==> config.mk <==
export PLATFORM = sky130hd
export DESIGN_NAME = sm_dual_tree
export DESIGN_NICKNAME = d
export VERILOG_FILES = /design/src/rtl/sm_tree_pkg.sv /design/src/rtl/sm_steer.sv /design/src/rtl/sm_utree.sv /design/src/rtl/sm_final_sub.sv /design/src/rtl/sm_dual_tree.sv
export SDC_FILE = /design/constraint.sdc
export NUM_CORES = 1
export LEC_CHECK = 0
export BUFFER_PORTS_ARGS = -buffer_cell sky130_fd_sc_hd__buf_4
export CAP_MARGIN = 20
export CORE_MARGIN = 10
export CORE_UTILIZATION = 61
export DETAILED_ROUTE_END_ITERATION = 8
export PLACE_DENSITY = 0.85
export SYNTH_ARGS = -nofsm -noshare
export SYNTH_HDL_FRONTEND = slang
export SYNTH_SLANG_ARGS = --single-unit
==> constraint.sdc <==
create_clock -name clk -period 2.45 [get_ports clk]
set_clock_uncertainty 0.05 [all_clocks]
set_input_delay 0.49 -clock clk [delete_from_list [all_inputs] [get_ports clk]]
set_output_delay 0.49 -clock clk [all_outputs]
set_load 0.05 [all_outputs]
==> src/rtl/sm_tree_pkg.sv <==
package sm_tree_pkg;
    localparam int DEF_TERMS = 8;
    localparam int DEF_MAG_W = 8;

    // depth of a binary reduction over n leaves
    function automatic int tree_depth(input int n);
        return $clog2(n);
    endfunction
endpackage

==> src/rtl/sm_steer.sv <==
module sm_steer #(
    parameter int NUM_TERMS = sm_tree_pkg::DEF_TERMS,
    parameter int MAG_W     = sm_tree_pkg::DEF_MAG_W
) (
    input  logic [NUM_TERMS*MAG_W-1:0] mag_flat,
    input  logic [NUM_TERMS-1:0]       sign_bits,
    output logic [MAG_W-1:0]           pos_leaf [NUM_TERMS],
    output logic [MAG_W-1:0]           neg_leaf [NUM_TERMS]
);
    // a term lands in exactly one tree; the other tree sees zero
    for (genvar i = 0; i < NUM_TERMS; i++) begin : g_term
        logic [MAG_W-1:0] m;
        assign m           = mag_flat[i*MAG_W +: MAG_W];
        assign pos_leaf[i] = sign_bits[i] ? '0 : m;
        assign neg_leaf[i] = sign_bits[i] ? m  : '0;
    end
endmodule

==> src/rtl/sm_utree.sv <==
module sm_utree #(
    parameter int  NUM_TERMS = sm_tree_pkg::DEF_TERMS,
    parameter int  MAG_W     = sm_tree_pkg::DEF_MAG_W,
    localparam int LEVELS    = sm_tree_pkg::tree_depth(NUM_TERMS),
    localparam int SUM_W     = MAG_W + LEVELS
) (
    input  logic             clk,
    input  logic             rst_n,
    input  logic [MAG_W-1:0] leaf [NUM_TERMS],
    output logic [SUM_W-1:0] total
);
    // one register per node; each level one bit wider than the one below
    for (genvar l = 0; l < LEVELS; l++) begin : g_lvl
        localparam int CNT = NUM_TERMS >> (l + 1);
        localparam int OW  = MAG_W + l + 1;
        for (genvar i = 0; i < CNT; i++) begin : g_node
            logic [OW-2:0] a, b;
            logic [OW-1:0] q;
            if (l == 0) begin : g_leaf
                assign a = leaf[2*i];
                assign b = leaf[2*i+1];
            end else begin : g_inner
                assign a = g_lvl[l-1].g_node[2*i].q;
                assign b = g_lvl[l-1].g_node[2*i+1].q;
            end
            always_ff @(posedge clk or negedge rst_n) begin
                if (!rst_n) q <= '0;
                else        q <= {1'b0, a} + {1'b0, b};
            end
        end
    end

    assign total = g_lvl[LEVELS-1].g_node[0].q;
endmodule

==> src/rtl/sm_final_sub.sv <==
module sm_final_sub #(
    parameter int  IN_W  = 11,
    localparam int OUT_W = IN_W + 1
) (
    input  logic             clk,
    input  logic             rst_n,
    input  logic [IN_W-1:0]  pos_total,
    input  logic [IN_W-1:0]  neg_total,
    output logic [OUT_W-1:0] diff_q
);
    always_ff @(posedge clk or negedge rst_n) begin
        if (!rst_n) diff_q <= '0;
        else        diff_q <= {1'b0, pos_total} - {1'b0, neg_total};
    end

    // sign of the result follows which total was larger, no wrap
    assert_sign_R3: assert property (@(posedge clk) disable iff (!rst_n)
        1'b1 |=> (($signed(diff_q) < 0) == ($past(neg_total) > $past(pos_total))));

    // balanced totals cancel exactly
    assert_cancel_R8: assert property (@(posedge clk) disable iff (!rst_n)
        (pos_total == neg_total) |=> (diff_q == '0));
endmodule

==> src/rtl/sm_dual_tree.sv <==
module sm_dual_tree #(
    parameter int  NUM_TERMS = sm_tree_pkg::DEF_TERMS,
    parameter int  MAG_W     = sm_tree_pkg::DEF_MAG_W,
    localparam int LEVELS    = sm_tree_pkg::tree_depth(NUM_TERMS),
    localparam int TREE_W    = MAG_W + LEVELS,
    localparam int OUT_W     = TREE_W + 1,
    localparam int LAT       = LEVELS + 1
) (
    input  logic                       clk,
    input  logic                       rst_n,
    input  logic                       in_valid,
    input  logic [NUM_TERMS*MAG_W-1:0] in_mag,
    input  logic [NUM_TERMS-1:0]       in_sign,
    output logic                       out_valid,
    output logic [OUT_W-1:0]           out_sum
);
    logic [MAG_W-1:0]  pos_leaf [NUM_TERMS];
    logic [MAG_W-1:0]  neg_leaf [NUM_TERMS];
    logic [TREE_W-1:0] pos_total, neg_total;
    logic [LAT-1:0]    vld_pipe;

    sm_steer #(.NUM_TERMS(NUM_TERMS), .MAG_W(MAG_W)) u_steer (
        .mag_flat (in_mag),
        .sign_bits(in_sign),
        .pos_leaf (pos_leaf),
        .neg_leaf (neg_leaf)
    );

    sm_utree #(.NUM_TERMS(NUM_TERMS), .MAG_W(MAG_W)) u_pos_tree (
        .clk(clk), .rst_n(rst_n), .leaf(pos_leaf), .total(pos_total)
    );

    sm_utree #(.NUM_TERMS(NUM_TERMS), .MAG_W(MAG_W)) u_neg_tree (
        .clk(clk), .rst_n(rst_n), .leaf(neg_leaf), .total(neg_total)
    );

    sm_final_sub #(.IN_W(TREE_W)) u_sub (
        .clk(clk), .rst_n(rst_n),
        .pos_total(pos_total), .neg_total(neg_total),
        .diff_q(out_sum)
    );

    // valid travels alongside the data, one bit per stage
    always_ff @(posedge clk or negedge rst_n) begin
        if (!rst_n) vld_pipe <= '0;
        else        vld_pipe <= {vld_pipe[LAT-2:0], in_valid};
    end
    assign out_valid = vld_pipe[LAT-1];

    // edges seen since reset, saturating; keeps $past inside the live window
    logic [3:0] cyc_q;
    always_ff @(posedge clk or negedge rst_n) begin
        if (!rst_n)          cyc_q <= '0;
        else if (cyc_q < 15) cyc_q <= cyc_q + 4'd1;
    end

    // valid emerges a fixed number of cycles later
    assert_latency_R1: assert property (@(posedge clk) disable iff (!rst_n)
        (cyc_q >= LAT) |-> (out_valid == $past(in_valid, LAT)));

    // the steering never feeds one term into both trees
    for (genvar i = 0; i < NUM_TERMS; i++) begin : g_chk
        assert_one_tree_R3: assert property (@(posedge clk) disable iff (!rst_n)
            !((pos_leaf[i] != '0) && (neg_leaf[i] != '0)));
        assert_no_loss_R4: assert property (@(posedge clk) disable iff (!rst_n)
            ((pos_leaf[i] | neg_leaf[i]) == in_mag[i*MAG_W +: MAG_W]));
    end
endmodule

[Yosys cells after proc, flatten, opt, wreduce, memory -nomap -nowiden]
Index checks and enable logic that the tools add are counted.
Operators by class
  add/subtract/negate cells: 15
  mux-type cells: 16
Operator list (number)
  2-to-1 mux 8 bit: 16
  adder 8 x 8 -> 9 bit: 8
  adder 9 x 9 -> 10 bit: 4
  adder 10 x 10 -> 11 bit: 2
  subtractor 11 x 11 -> 12 bit: 1
Word-level totals
  output and inout port bits: 13
  flip-flop bits (word level): 150
  word-level logic and storage cells: 47
  input bits: 75

[Longest topological paths before layout]
  depth after elaboration: 2
  mapped depth: 9
  depth with buffers taken out: 8

[By module]
A second synthesis with hierarchy kept.
Second synthesis, totals
  cells, all modules: 937
  area, all modules: 9754.4 um^2
Modules (own cells, without submodules)
  sm_utree at u_pos_tree: cells an instance 353, area each 3927.5 um^2, sequential area each 1676.6 um^2, times used 1
  sm_utree at u_neg_tree: cells an instance 347, area each 3890.0 um^2, sequential area each 1676.6 um^2, times used 1
  sm_steer: cells an instance 136, area each 950.9 um^2, sequential area each 0.0 um^2, times used 1
  sm_final_sub: cells an instance 97, area each 885.8 um^2, sequential area each 300.3 um^2, times used 1
  sm_dual_tree: cells an instance 4, area each 100.1 um^2, sequential area each 100.1 um^2, times used 1

[Least setup slack after synthesis]
No wires, ideal clock.
  path kind: in2reg
  start point: input in_sign[3]
  end point: register u_neg_tree.g_lvl[0].g_node[1].q[8]
  path slack: 63 ps
  cell stages on the path: 9
  library setup time: 118 ps
  required time: 2282 ps
  data arrival time: 2219 ps
  path buffers: 1
  cell sequence: clkbuf_1 > and2_1 > ha_1 > fa_1 > a21o_1 > a21oi_1 > o21ai_1 > a21o_1 > a21o_1
On the way
  word-level cells in the longest chain between the ends: 2
RTL lines
  from (decl): RTL line sm_dual_tree.sv:13  | input logic [NUM_TERMS-1:0] in_sign,
  2-to-1 mux 8 bit: RTL line sm_steer.sv:15  | assign neg_leaf[i] = sign_bits[i] ? m : '0;
  adder 8 x 8 -> 9 bit: RTL line sm_utree.sv:28  | else q <= {1'b0, a} + {1'b0, b};
  to (signal assigned): RTL line sm_utree.sv:28
  to (decl): RTL line sm_utree.sv:18  | logic [OW-1:0] q;
Every way passes these cells.

[Final worst setup path]
Ends and elaborated chain as after synthesis.

==> metrics.yaml <==
floorplanning:
  core_sq_um: 15800
  die_w_um: 147
  pin_count: 88
  fp.dieH_um: 147
  die_area_sq_um: 21500
  rows: 46
  initial_core_util_pct: 61.9
yosys:
  synth_area_leaders: "dfrtp_1 (38%), ha_1 (17%), xnor2_1 (6.4%)"
  seq_area_frac_synth_pct: 38.3
  yosysWarnings: 0
  synth-edff-count: 0
  ys.flop_type: "dfrtp_1"
  netlist_instances: 938
  postSynth.asyncResetShare_pct: 100
  synth_top_area_share_pct: 38.3
  syn_nets: 1159
  syn_area_sq_um: 9800
  synth.largest_area_cell: "dfrtp_1"
  synth_cell_types: 42
  synth-seq-cells: 150
  postSynthAreaPerCell_sq_um: 10.4
worst_setup_path:
  critPathMaxStageDelay_ns: 0.42
  crit_path_max_fanout: 6
  required_ns: 2.71
  critical_path_arrival_ns: 2.34
  path_cells: "buf_4 > and2_1 > ha_1 > fa_1 > a21o_1 > a21oi_1 > o21ai_1 > a21o_1 > a21o_1"
  rr_worst_depth: 8
  path_common_cell: "a21o_1"
  critPathLaunch: "in_sign[3]"
  start_kind: "input port"
  worstSetupPathType: "in -> reg"
  critPathSlowestCell: "fa_1"
  worstReg2RegStart: "u_pos_tree.g_lvl[1].g_node[0].q[0]$_DFF_PN0_"
  endpoint_kind: "flip-flop"
cells_and_area:
  fillers: 1106
  final_nets: 1274
  ff_latch_area_sq_um: 3750
  multi_input_area_sq_um: 5810
  n_antenna_cell: 0
  final_util_pct: 72.4
  syn2layout_area_growth_pct: 17.0
  mostFrequentLayoutCell: "dfrtp_1"
  fin_area_sq_um: 11500
  final_cell_mix: "dfrtp_1 (150), ha_1 (131), buf_4 (101), nor2b_1 (79), nor2_1 (74)"
  layout-drive-gt1-share_pct: 14.8
clocking:
  cts_resized: 0
  cts_root_buffer: "clkbuf_16"
  hold_buffers: 0
  htree_levels: 4
  clock_latency_ns: 0.42
  path_clk_slew_ns: 0.05
  postCtsSetupRepairBufs: 0
  cts_buffers: 17
  cts_sinks: 150
  clockBufferDepth: 2
  cts_tree: "built"
routing:
  routed_via_density: 5.54
  drtPass1Iterations: 5
  vias: 7091
  routed.top_layer: "met4"
  postRouteAntennaNets: 0
  wl_um: 21000
  drc: 0
  wirelength_met1_um: 8890
  wl_per_cell_um: 16.4
  wl_met2_um: 11100
  wl_met3_um: 684
  dr.first_iter.drc_count: 363
power_and_ir_drop:
  p_comb_share_pct: 46.6
  power.total_uw: 11700
  sw_frac_of_total_pct: 36.8
  power_frac_seq_pct: 30.3
  leakagePower_uw: 0.00578
  power.density_nw_per_um2: 1020
  p_switching_uw: 4310
  clockPowerShare_pct: 23.1
  power.internal_uw: 7380
  worst_ir_drop_vdd_mv: 0.817
sta:
  hold_viol: 9
  finalSetupViolCount: 0
  maxSlewViolCount: 0
  max_freq_ghz: 0.480
  tightestPinTransition_ns: 0.554
  period_share_pct: 85.0
  hold_ws_ns: -0.00704
  rsz0062_at_grt: "no"
  relSlewSlack_pct: 63.1
  period_minus_slack_ns: 2.08
grt:
  antenna_found_initial: 0
  overflow: 0
  grt_pass1_vias: 7451
  grt_first_pass_wirelength_um: 35400
  grt_max_degree: 62
  grt_usage_pct: 20.0
flow_run:
  drv_cap: 0
place:
  portBuffers: 87
  hpwl_um: 16200
  gp_congestion: 0.944
  place_area_sq_um: 10800
status:
  violations: "negative hold slack"
  status: "finished with violations"
worst_hold_path:
  min_path_type: "in -> async"
## cells in the mapped netlist (all sizes together) (2+ instances only)
| cell | instances |
|---|---|
| a211oi | 21 |
| ha | 131 |
| o21a | 11 |
| xnor2 | 72 |
| nand4 | 3 |
| o21bai | 17 |
| nor4 | 8 |
| clkbuf | 8 |
| fa | 15 |
| nor2 | 74 |
| nor3 | 17 |
| o211ai | 2 |
| and2 | 65 |
| nand2b | 5 |
| a41o | 2 |
| o41ai | 12 |
| a21oi | 58 |
| nand2 | 5 |
| nor2b | 79 |
| o21ai | 38 |
| o2111ai | 4 |
| dfrtp | 150 |
| a21o | 48 |
| xor2 | 17 |
| inv | 56 |
| a221oi | 2 |
| o211a | 8 |
| o31ai | 2 |
## through the flow
stage | TNS, ns | instances | setup slack [ns]
finish | 0 | 1281 | 0.367
global route | 0 | 1281 | 0.264
CTS | 0 | 1281 | 0.390
detailed placement | -0.0865 | 1250 | -0.0445
global placement | 0 | 1250 | 0.0274
floorplan | 0 | 938 | 0.0626
## logic make-up (layout without fill, tap and decap cells)
logic type,after synthesis,in the layout,share of synthesized area (%)
AND/OR/NAND/NOR,260,260,14.4
AO/OA/AOI/OAI,229,229,17.1
flip-flops,150,150,38.3
adder cells (fa/ha/maj),146,146,19.8
XOR/XNOR,89,89,7.95
buffers and inverters,64,191,2.45
## power groups by stage
stage	sequential (uW)	combinational [uW]	clock, uW
after global routing	3600	6040	2850
after global placement	3560	5120	0
after CTS	3550	5450	2740
final	3540	5440	2700
after detailed placement	3570	5320	0
after floorplan	3800	3850	0
## critical path, delay by kind of cell
kind | cells | cell delay, ns
simple gates | 1 | 0.15
compound gates | 5 | 0.92
fa+ha+maj | 2 | 0.65
buf+inv | 1 | 0.13
## path summary, 6_finish.rpt
kind | endpoint | slack (ns)
max | u_neg_tree.g_lvl[0].g_node[1].q[8]$_DFF_PN0_ | 0.37
min | u_sub.diff_q[0]$_DFF_PN0_ | -0.007
max reg2reg | u_pos_tree.total[6]$_DFF_PN0_ | 0.40
min reg2reg | vld_pipe[3]$_DFF_PN0_ | 0.30
max in group asynchronous | u_neg_tree.g_lvl[0].g_node[0].q[1]$_DFF_PN0_ | 1.71
min in group clk | vld_pipe[0]$_DFF_PN0_ | 0.13
## per-layer routing
layer	GRT usage, %	up-vias
li1	-	3507
met1	23.6	3424
met2	35.7	129
met3	3.69	31
met4	6.86	0
met5	0	-
## registers in the layout (all words and copies together) (netlist names)
register and count:
u_neg_tree.g_lvl.g_node.q 56, u_pos_tree.g_lvl.g_node.q 56, u_sub.diff_q 12, u_neg_tree.total 11, u_pos_tree.total 11, vld_pipe 4
## area by class of cell
type,instances,share of cell area [%]
inverters,56,1.83
clock inverters,9,1.31
repair buffers,104,7.06
well taps,216,2.36
flip-flops and latches,150,32.7
clock buffers,22,4.05
multi-input cells,724,50.6
(Power assumes the default switching activity.)
